**config.mk**
```make
export PLATFORM = sky130hd
export DESIGN_NAME = pwm_left_chan
export DESIGN_NICKNAME = d
export VERILOG_FILES = /design/src/rtl/pwm_chan_pkg.sv /design/src/rtl/pwm_tick_mux.sv /design/src/rtl/pwm_period_ctr.sv /design/src/rtl/pwm_shadow.sv /design/src/rtl/pwm_wave.sv /design/src/rtl/pwm_left_chan.sv
export SDC_FILE = /design/constraint.sdc
export NUM_CORES = 1
export LEC_CHECK = 0
export ABC_CLOCK_PERIOD_IN_PS = 2900
export BUFFER_PORTS_ARGS = -buffer_cell sky130_fd_sc_hd__buf_4
export CAP_MARGIN = 5
export CORE_ASPECT_RATIO = 0.5
export CORE_MARGIN = 1
export CORE_UTILIZATION = 30
export DETAILED_ROUTE_END_ITERATION = 10
export PLACE_DENSITY = 0.61
export SETUP_SLACK_MARGIN = 0.2
export SYNTH_ARGS = -nofsm -noshare
export SYNTH_HDL_FRONTEND = slang
export SYNTH_HIERARCHICAL = 1
export SYNTH_SLANG_ARGS = --single-unit
```
**constraint.sdc**
```tcl
create_clock -name clk -period 2.9 [get_ports clk]
set_input_delay 0.29 -clock clk [delete_from_list [all_inputs] [get_ports clk]]
set_output_delay 0.29 -clock clk [all_outputs]
set_load 0.05 [all_outputs]
```
**src/rtl/pwm_chan_pkg.sv**
```systemverilog
package pwm_chan_pkg;
  typedef enum logic {
    ALIGN_LEFT   = 1'b0,
    ALIGN_CENTER = 1'b1
  } align_e;

  // level driven for a given "active" compare result
  function automatic logic pwm_level(input logic running, input logic pol,
                                     input logic active);
    if (!running) return ~pol;
    return pol ? active : ~active;
  endfunction
endpackage

```
**src/rtl/pwm_tick_mux.sv**
```systemverilog
module pwm_tick_mux #(
  parameter int N_SRC = 4
) (
  input  logic [N_SRC-1:0]         tick_src,
  input  logic [$clog2(N_SRC)-1:0] sel,
  output logic                     tick
);
  localparam int SW = $clog2(N_SRC);
  logic [N_SRC-1:0] hit;

  for (genvar i = 0; i < N_SRC; i++) begin : g_src
    localparam logic [SW-1:0] IDX = SW'(i);
    assign hit[i] = tick_src[i] & (sel == IDX);
  end

  assign tick = |hit;
endmodule

```
**src/rtl/pwm_period_ctr.sv**
```systemverilog
module pwm_period_ctr #(
  parameter int W = 8
) (
  input  logic         clk,
  input  logic         rst_n,
  input  logic         run,
  input  logic         tick,
  input  logic [W-1:0] per_s,
  output logic [W-1:0] cnt,
  output logic         wrap
);
  logic at_last;
  assign at_last = (per_s == '0) || (cnt == per_s - W'(1));
  assign wrap    = run & tick & at_last;

  always_ff @(posedge clk or negedge rst_n) begin
    if (!rst_n)        cnt <= '0;
    else if (!run)     cnt <= '0;
    else if (wrap)     cnt <= '0;
    else if (tick)     cnt <= cnt + W'(1);
  end


  cnt_bound_chk: assert property (@(posedge clk) disable iff (!rst_n)
    (run && per_s != '0) |-> cnt < per_s);

  wrap_zero_chk: assert property (@(posedge clk) disable iff (!rst_n)
    wrap |=> cnt == '0);

  idle_hold_chk: assert property (@(posedge clk) disable iff (!rst_n)
    !run |=> cnt == '0);
endmodule

```
**src/rtl/pwm_shadow.sv**
```systemverilog
module pwm_shadow
  import pwm_chan_pkg::*;
#(
  parameter int W = 8
) (
  input  logic         clk,
  input  logic         rst_n,
  input  logic         run,
  input  logic         wrap,
  input  logic [W-1:0] per_in,
  input  logic [W-1:0] dty_in,
  input  logic         mode_in,
  output logic [W-1:0] per_s,
  output logic [W-1:0] dty_s,
  output align_e       mode_q
);
  logic load;
  assign load = ~run | wrap;

  always_ff @(posedge clk or negedge rst_n) begin
    if (!rst_n) begin
      per_s <= '0;
      dty_s <= '0;
    end else if (load) begin
      per_s <= per_in;
      dty_s <= dty_in;
    end
  end

  always_ff @(posedge clk or negedge rst_n) begin
    if (!rst_n)    mode_q <= ALIGN_LEFT;
    else if (!run) mode_q <= align_e'(mode_in);
  end


  shadow_hold_chk: assert property (@(posedge clk) disable iff (!rst_n)
    (run && !wrap) |=> ($stable(per_s) && $stable(dty_s)));

  mode_hold_chk: assert property (@(posedge clk) disable iff (!rst_n)
    run |=> $stable(mode_q));
endmodule

```
**src/rtl/pwm_wave.sv**
```systemverilog
module pwm_wave
  import pwm_chan_pkg::*;
#(
  parameter int W = 8
) (
  input  logic         run,
  input  logic         pol,
  input  logic [W-1:0] cnt,
  input  logic [W-1:0] per_s,
  input  logic [W-1:0] dty_s,
  output logic         wave
);
  logic active;
  always_comb begin
    active = (per_s == '0) || (cnt < dty_s);
    wave   = pwm_level(run, pol, active);
  end
endmodule

```
**src/rtl/pwm_left_chan.sv**
```systemverilog
module pwm_left_chan
  import pwm_chan_pkg::*;
#(
  parameter int W     = 8,
  parameter int N_SRC = 4
) (
  input  logic                     clk,
  input  logic                     rst_n,
  input  logic [N_SRC-1:0]         tick_src,
  input  logic [$clog2(N_SRC)-1:0] src_sel,
  input  logic                     enable,
  input  logic                     polarity,
  input  logic                     center_mode,
  input  logic [W-1:0]             period_in,
  input  logic [W-1:0]             duty_in,
  output logic                     pwm_out,
  output logic                     align_center
);
  logic         run_q;
  logic         tick;
  logic         wrap;
  logic [W-1:0] cnt;
  logic [W-1:0] per_s;
  logic [W-1:0] dty_s;
  align_e       mode_q;

  always_ff @(posedge clk or negedge rst_n) begin
    if (!rst_n) run_q <= 1'b0;
    else        run_q <= enable;
  end

  pwm_tick_mux #(.N_SRC(N_SRC)) u_mux (
    .tick_src (tick_src),
    .sel      (src_sel),
    .tick     (tick)
  );

  pwm_period_ctr #(.W(W)) u_ctr (
    .clk   (clk),
    .rst_n (rst_n),
    .run   (run_q),
    .tick  (tick),
    .per_s (per_s),
    .cnt   (cnt),
    .wrap  (wrap)
  );

  pwm_shadow #(.W(W)) u_shadow (
    .clk     (clk),
    .rst_n   (rst_n),
    .run     (run_q),
    .wrap    (wrap),
    .per_in  (period_in),
    .dty_in  (duty_in),
    .mode_in (center_mode),
    .per_s   (per_s),
    .dty_s   (dty_s),
    .mode_q  (mode_q)
  );

  pwm_wave #(.W(W)) u_wave (
    .run   (run_q),
    .pol   (polarity),
    .cnt   (cnt),
    .per_s (per_s),
    .dty_s (dty_s),
    .wave  (pwm_out)
  );

  assign align_center = (mode_q == ALIGN_CENTER);


  idle_out_chk: assert property (@(posedge clk) disable iff (!rst_n)
    !run_q |-> pwm_out == !polarity);

  full_duty_chk: assert property (@(posedge clk) disable iff (!rst_n)
    (run_q && per_s != '0 && dty_s >= per_s) |-> pwm_out == polarity);
endmodule

```
# Yosys cells after proc, flatten, opt, wreduce, memory -nomap -nowiden
# Index checks and enable logic that the tools add are counted.
# totals
regBits	26
input_bits	27
output_inout_bits	2
word_cells	33
# classes
add_sub_neg	2
order_cmp	1
n_eq_ne	5
muxes	5
bitwise_logic	10
reduce_logical	5
# op_table
cell	count
$mux 8	3
$add 8x1->8 const B	1
$eq 8x8->1	1
$logic_not 8->1	1
$lt 8x8->1	1
$sub 8x1->8 const B	1
$and 1x1->1	6
$eq 2x2->1 const B	2
$reduce_or 4->1	1
$ne 3x1->1 const B	1
$not 1->1	3
$eq 2x1->1 const B	1
$logic_not 2->1	1
$logic_or 1x1->1	2
$mux 1	2
$or 1x1->1	1

# Depth between registers and ports, before layout
# depth
depth_word	7
depth_mapped	11
depth_no_buf	9

# Modules after synthesis
# The synthesis kept the hierarchy.
# modules_own_cells
mod	instances	cells_each	area_each_um2	seq_area_each_um2
pwm_period_ctr	1	87	740.7	200.2
pwm_shadow	1	37	691.9	425.4
pwm_wave	1	30	242.7	0.0
pwm_left_chan	1	1	25.0	25.0
pwm_tick_mux	1	1	22.5	0.0

# Worst setup path before layout
# Ideal clock, no wire load.
# synth_timing
path_kind	reg-to-reg
startpoint	register u_shadow.per_s[0]
endpoint	register u_shadow.dty_s[1]
setup_ps	125
arrival_time_ps	2838
required_time_ps	2775
slack_ps	-63
path_stages_with_launch	12
n_path_buf	2
synth_period_minus_slack_ps	2963
path_cell_list	dfrtp_1 > inv_1 > ha_1 > or4b_4 > or3_4 > a2111oi_4 > o211ai_4 > a21oi_1 > nand2b_1 > buf_6 > buf_12 > mux2_4
# synth_between
elab_chain_cells	5
word_cells_on_any_way	6
classes_between	add/sub (1); eq/ne (1); bitwise (2); reduce/logical (2)
# synth_lines
item	line_no	text
start, declared	pwm_shadow.sv:13	output logic [W-1:0] per_s,
start signal, assigned	pwm_shadow.sv:25	per_s <= per_in;
$sub 8x1->8	pwm_period_ctr.sv:13	assign at_last = (per_s == '0) || (cnt == per_s - W'(1));
$eq 8x8->1	pwm_period_ctr.sv:13	
$logic_or 1x1->1 (*)	pwm_period_ctr.sv:13	
$and 1x1->1 (*)	pwm_period_ctr.sv:14	assign wrap = run & tick & at_last;
net wrap	pwm_left_chan.sv:21	logic wrap;
$or 1x1->1 (*)	pwm_shadow.sv:18	assign load = ~run | wrap;
end signal, assigned	pwm_shadow.sv:26	dty_s <= dty_in;
end, declared	pwm_shadow.sv:14	output logic [W-1:0] dty_s,
# Mark *: on every way through the listed nets, which the timed path passes. The rest lies on a longest branch.
# A chain may end at the register's enable or synchronous reset.

# Final worst setup path
# layout_timing
startpoint	register u_shadow.per_s[1]
endpoint	register u_shadow.dty_s[5]
# The elaborated chain is that of the path after synthesis.

==> flow_metrics.tcl <==
set metrics [dict create \
    nNetsFinal 239 \
    overflow 0 \
    cp.required_ns 3.04 \
    numPlacedInstances 262 \
    drive_above_1_share_pct 39.8 \
    cts_buffers 3 \
    fill_cell_instance_count_of_the_final_layout 540 \
    ant_nets 0 \
    cts.sinks 26 \
    detailed_place.area_um2 2070 \
    grt_util_all_layers_pct 13.6 \
    synth_ff_type "sky130_fd_sc_hd__dfrtp_1" \
    floorplan.die_area_um2 6070 \
    timing.final.crit_period_ns 2.81 \
    p_leak_uw 0.00101 \
    timing.hold.ws_ns 0.137 \
    powerDensity_nw_per_um2 454 \
    boundaryPins 29 \
    async_reset_ff_share_pct 100 \
    synth_compound_gate_area_share_pct 11.8 \
    rows 19 \
    grt_pass1_vias 1351 \
    clock_tree.buffer_depth 2 \
    first_pass_grt_wire_length_um 6350 \
    timing.critical_path.from_type "register" \
    layout_worst_path_cycle_share_pct 97.0 \
    synth.mux.area_fraction_pct 14.6 \
    finish.cell_count_without_fillers 274 \
    path_clk_slew_ns 0.06 \
    initial_core_util_pct 31.2 \
    finalSetupViolations 0 \
    timing.setup.critical_path_class "register to register" \
    hpwlAfterDp_um 2800 \
    power.ir.vdd_worst_mv 0.240 \
    drt-total-wl_um 3770 \
    synth_seq_cells 26 \
    cts_htree_levels 1 \
    die_h_um 55.6 \
    maxClockFrequency_ghz 0.356 \
    maximum_number_of_pins_on_one_net_before_global_route_repair 27 \
    globalRouteMet1Util_pct 19.7 \
    maximum_fanout_along_the_worst_path 5 \
    synth_enable_flop_cells 0 \
    cp.arrival_ns 2.96 \
    fin_worst_skew_ns 0.00199 \
    layout_commonest_cell "sky130_fd_sc_hd__buf_4" \
    tightestPinTransition_ns 0.467 \
    diodes 0 \
    drtIter0Drc 92 \
    cp-end-kind "register" \
    detailedRoute.firstPassIterationCount 4 \
    rsz0062_at_grt "yes" \
    placement.io_buffers 28 \
    global_route.peak_usage_layer "met2" \
    grt_util_met2_pct 21.3 \
    cts_tree "yes" \
    drc_errors 0 \
    synth-xor-area-share_pct 6.10 \
    syn_avg_cell_area_um2 11.0 \
    core_um2 5520 \
    grt_antenna_before_repair 0 \
    clk_latency_ns 0.26 \
    worst_hold_path_type "input pin to register" \
    layout_common_cells "sky130_fd_sc_hd__buf_4, sky130_fd_sc_hd__dfrtp_1, sky130_fd_sc_hd__mux2_4" \
    timing.final.hold_violations 0 \
    yosysWarningCount 6 \
    num_vias 1332 \
    final_design_area_no_fill_um2 2260 \
    area_delta_synth_final_pct 31.2 \
    maxCapViolCount 0 \
    synth.lib_cells_used.distinct 43 \
    synthesis.nets 192 \
    routed_via_density 4.86 \
    synth_seq_area_share_pct 37.8 \
    synth_adder_area_share_pct 6.54 \
    post_synth_inst_count 156 \
    width_of_the_die_um 109 \
    syn-cell-area_um2 1720 \
    cts.root.buffer_cell "sky130_fd_sc_hd__clkbuf_16" \
    finalPower_uw 1030 \
    grtUsageMet3_pct 2.46 \
    slew_headroom_pct 68.8 \
    report.final.slew_viol_count 0 \
    final_replace_weighted_congestion 0.772 \
    result_of_the_run "finished clean" \
    dominant_combinational_cell_family_by_area_after_synthesis "simple AND/OR/NAND/NOR gates" \
    synthSimpleGateAreaFrac_pct 18.5 \
    wire_per_inst_um 13.7 \
]
## flip-flops by register name (all words and copies together) (netlist names)
name,cells
u_shadow/mode_q,1
u_shadow/dty_s,8
run_q,1
u_ctr/cnt,8
u_shadow/per_s,8
## metrics by stage
| stage | TNS [ns] | utilization, % | setup slack (ns) |
|---|---|---|---|
| after floorplan | 0 | - | 0.0519 |
| after detailed placement | 0 | 37.6 | 0.0109 |
| final | 0 | 41.0 | 0.0874 |
| after CTS | 0 | 40.2 | 0.116 |
| after global placement | 0 | 37.6 | 0.0712 |
| after global routing | -0.00547 | 41.0 | -0.00208 |
## cell usage after synthesis, drive strengths merged, types with 2 or more instances
| cell | n | share of area (%) |
|---|---|---|
| dfrtp | 26 | 38 |
| mux2 | 17 | 13 |
| inv | 12 | 2.6 |
| nand2 | 10 | 2.3 |
| ha | 9 | 6.5 |
| xnor2 | 9 | 4.6 |
| o21ai | 8 | 2.3 |
| nor2 | 7 | 1.5 |
| nand3 | 6 | 1.7 |
| nor2b | 5 | 1.8 |
| a21oi | 4 | 1.2 |
| nand2b | 3 | 1.5 |
| nand4 | 3 | 1.1 |
| nor3 | 3 | 0.87 |
| o211ai | 3 | 2.1 |
| or4 | 3 | 1.3 |
| xor2 | 3 | 1.5 |
| a2111oi | 2 | 3.2 |
| a31oi | 2 | 0.73 |
| and3 | 2 | 0.73 |
| buf | 2 | 1.8 |
| nand3b | 2 | 0.87 |
| or3 | 2 | 1.0 |
| or4b | 2 | 1.4 |
## worst paths after layout
path,from,end,slack (ns),depth (start not counted)
max,u_shadow/per_s[1],u_shadow/dty_s[5],0.09,10
min,enable,run_q,0.14,1
max reg2reg,u_shadow/per_s[1],u_shadow/dty_s[5],0.09,10
min reg2reg,u_shadow/dty_s[5],u_shadow/dty_s[5],0.52,1
max in group asynchronous,rst_n,u_shadow/dty_s[2],2.17,2
min in group asynchronous,rst_n,u_shadow/per_s[6],0.48,2
## critical path, cell delays in order (launching register included)
cell                        delay (ns)
sky130_fd_sc_hd__dfrtp_1          0.41
sky130_fd_sc_hd__inv_2            0.08
sky130_fd_sc_hd__ha_4             0.13
sky130_fd_sc_hd__or4b_4           0.46
sky130_fd_sc_hd__or3_4            0.35
sky130_fd_sc_hd__a2111oi_4        0.35
sky130_fd_sc_hd__o211ai_4         0.14
sky130_fd_sc_hd__a21oi_2          0.13
sky130_fd_sc_hd__nand2b_4         0.18
sky130_fd_sc_hd__clkbuf_16        0.16
sky130_fd_sc_hd__mux2_4           0.30
## cells by family (layout without fill, tap and decap cells)
group           Yosys count  count (layout)
fa+ha+maj                 9               9
buf+inv                  15              60
mux                      18              18
flops                    26              26
xor+xnor                 12              12
simple gates             53              53
compound gates           23              23
## cell type report
cell class | instances | area [um^2] | share of cell area, %
multi-input combinational | 115 | 1020 | 45.3
sequential | 26 | 651 | 28.8
timing repair buffer | 45 | 374 | 16.6
tap | 73 | 91.3 | 4.04
clock buffer | 3 | 75.1 | 3.32
inverter | 12 | 45.0 | 1.99
## power breakdown
part,leakage [uW],internal (uW),total [uW],switching (uW)
sequential,0.000320,397,444,47.2
combinational,0.000656,156,282,126
clock,0.0000370,183,300,117
## what timing repair did
action                                  CTS  global route
endpoints found under the setup margin   16            16
gates resized for setup                   3             2
gates cloned                              0             1
hold buffers                              1             0
setup buffers                             6             1
hold endpoints to repair                 26             0
## routing by layer
| layer | vias up | routed length (um) |
|---|---|---|
| li1 | 650 | - |
| met2 | 16 | 1780 |
| met4 | 0 | 34 |
| met1 | 662 | 1870 |
| met5 | - | 0 |
| met3 | 4 | 78 |
Power figures use the tool's default switching activity.
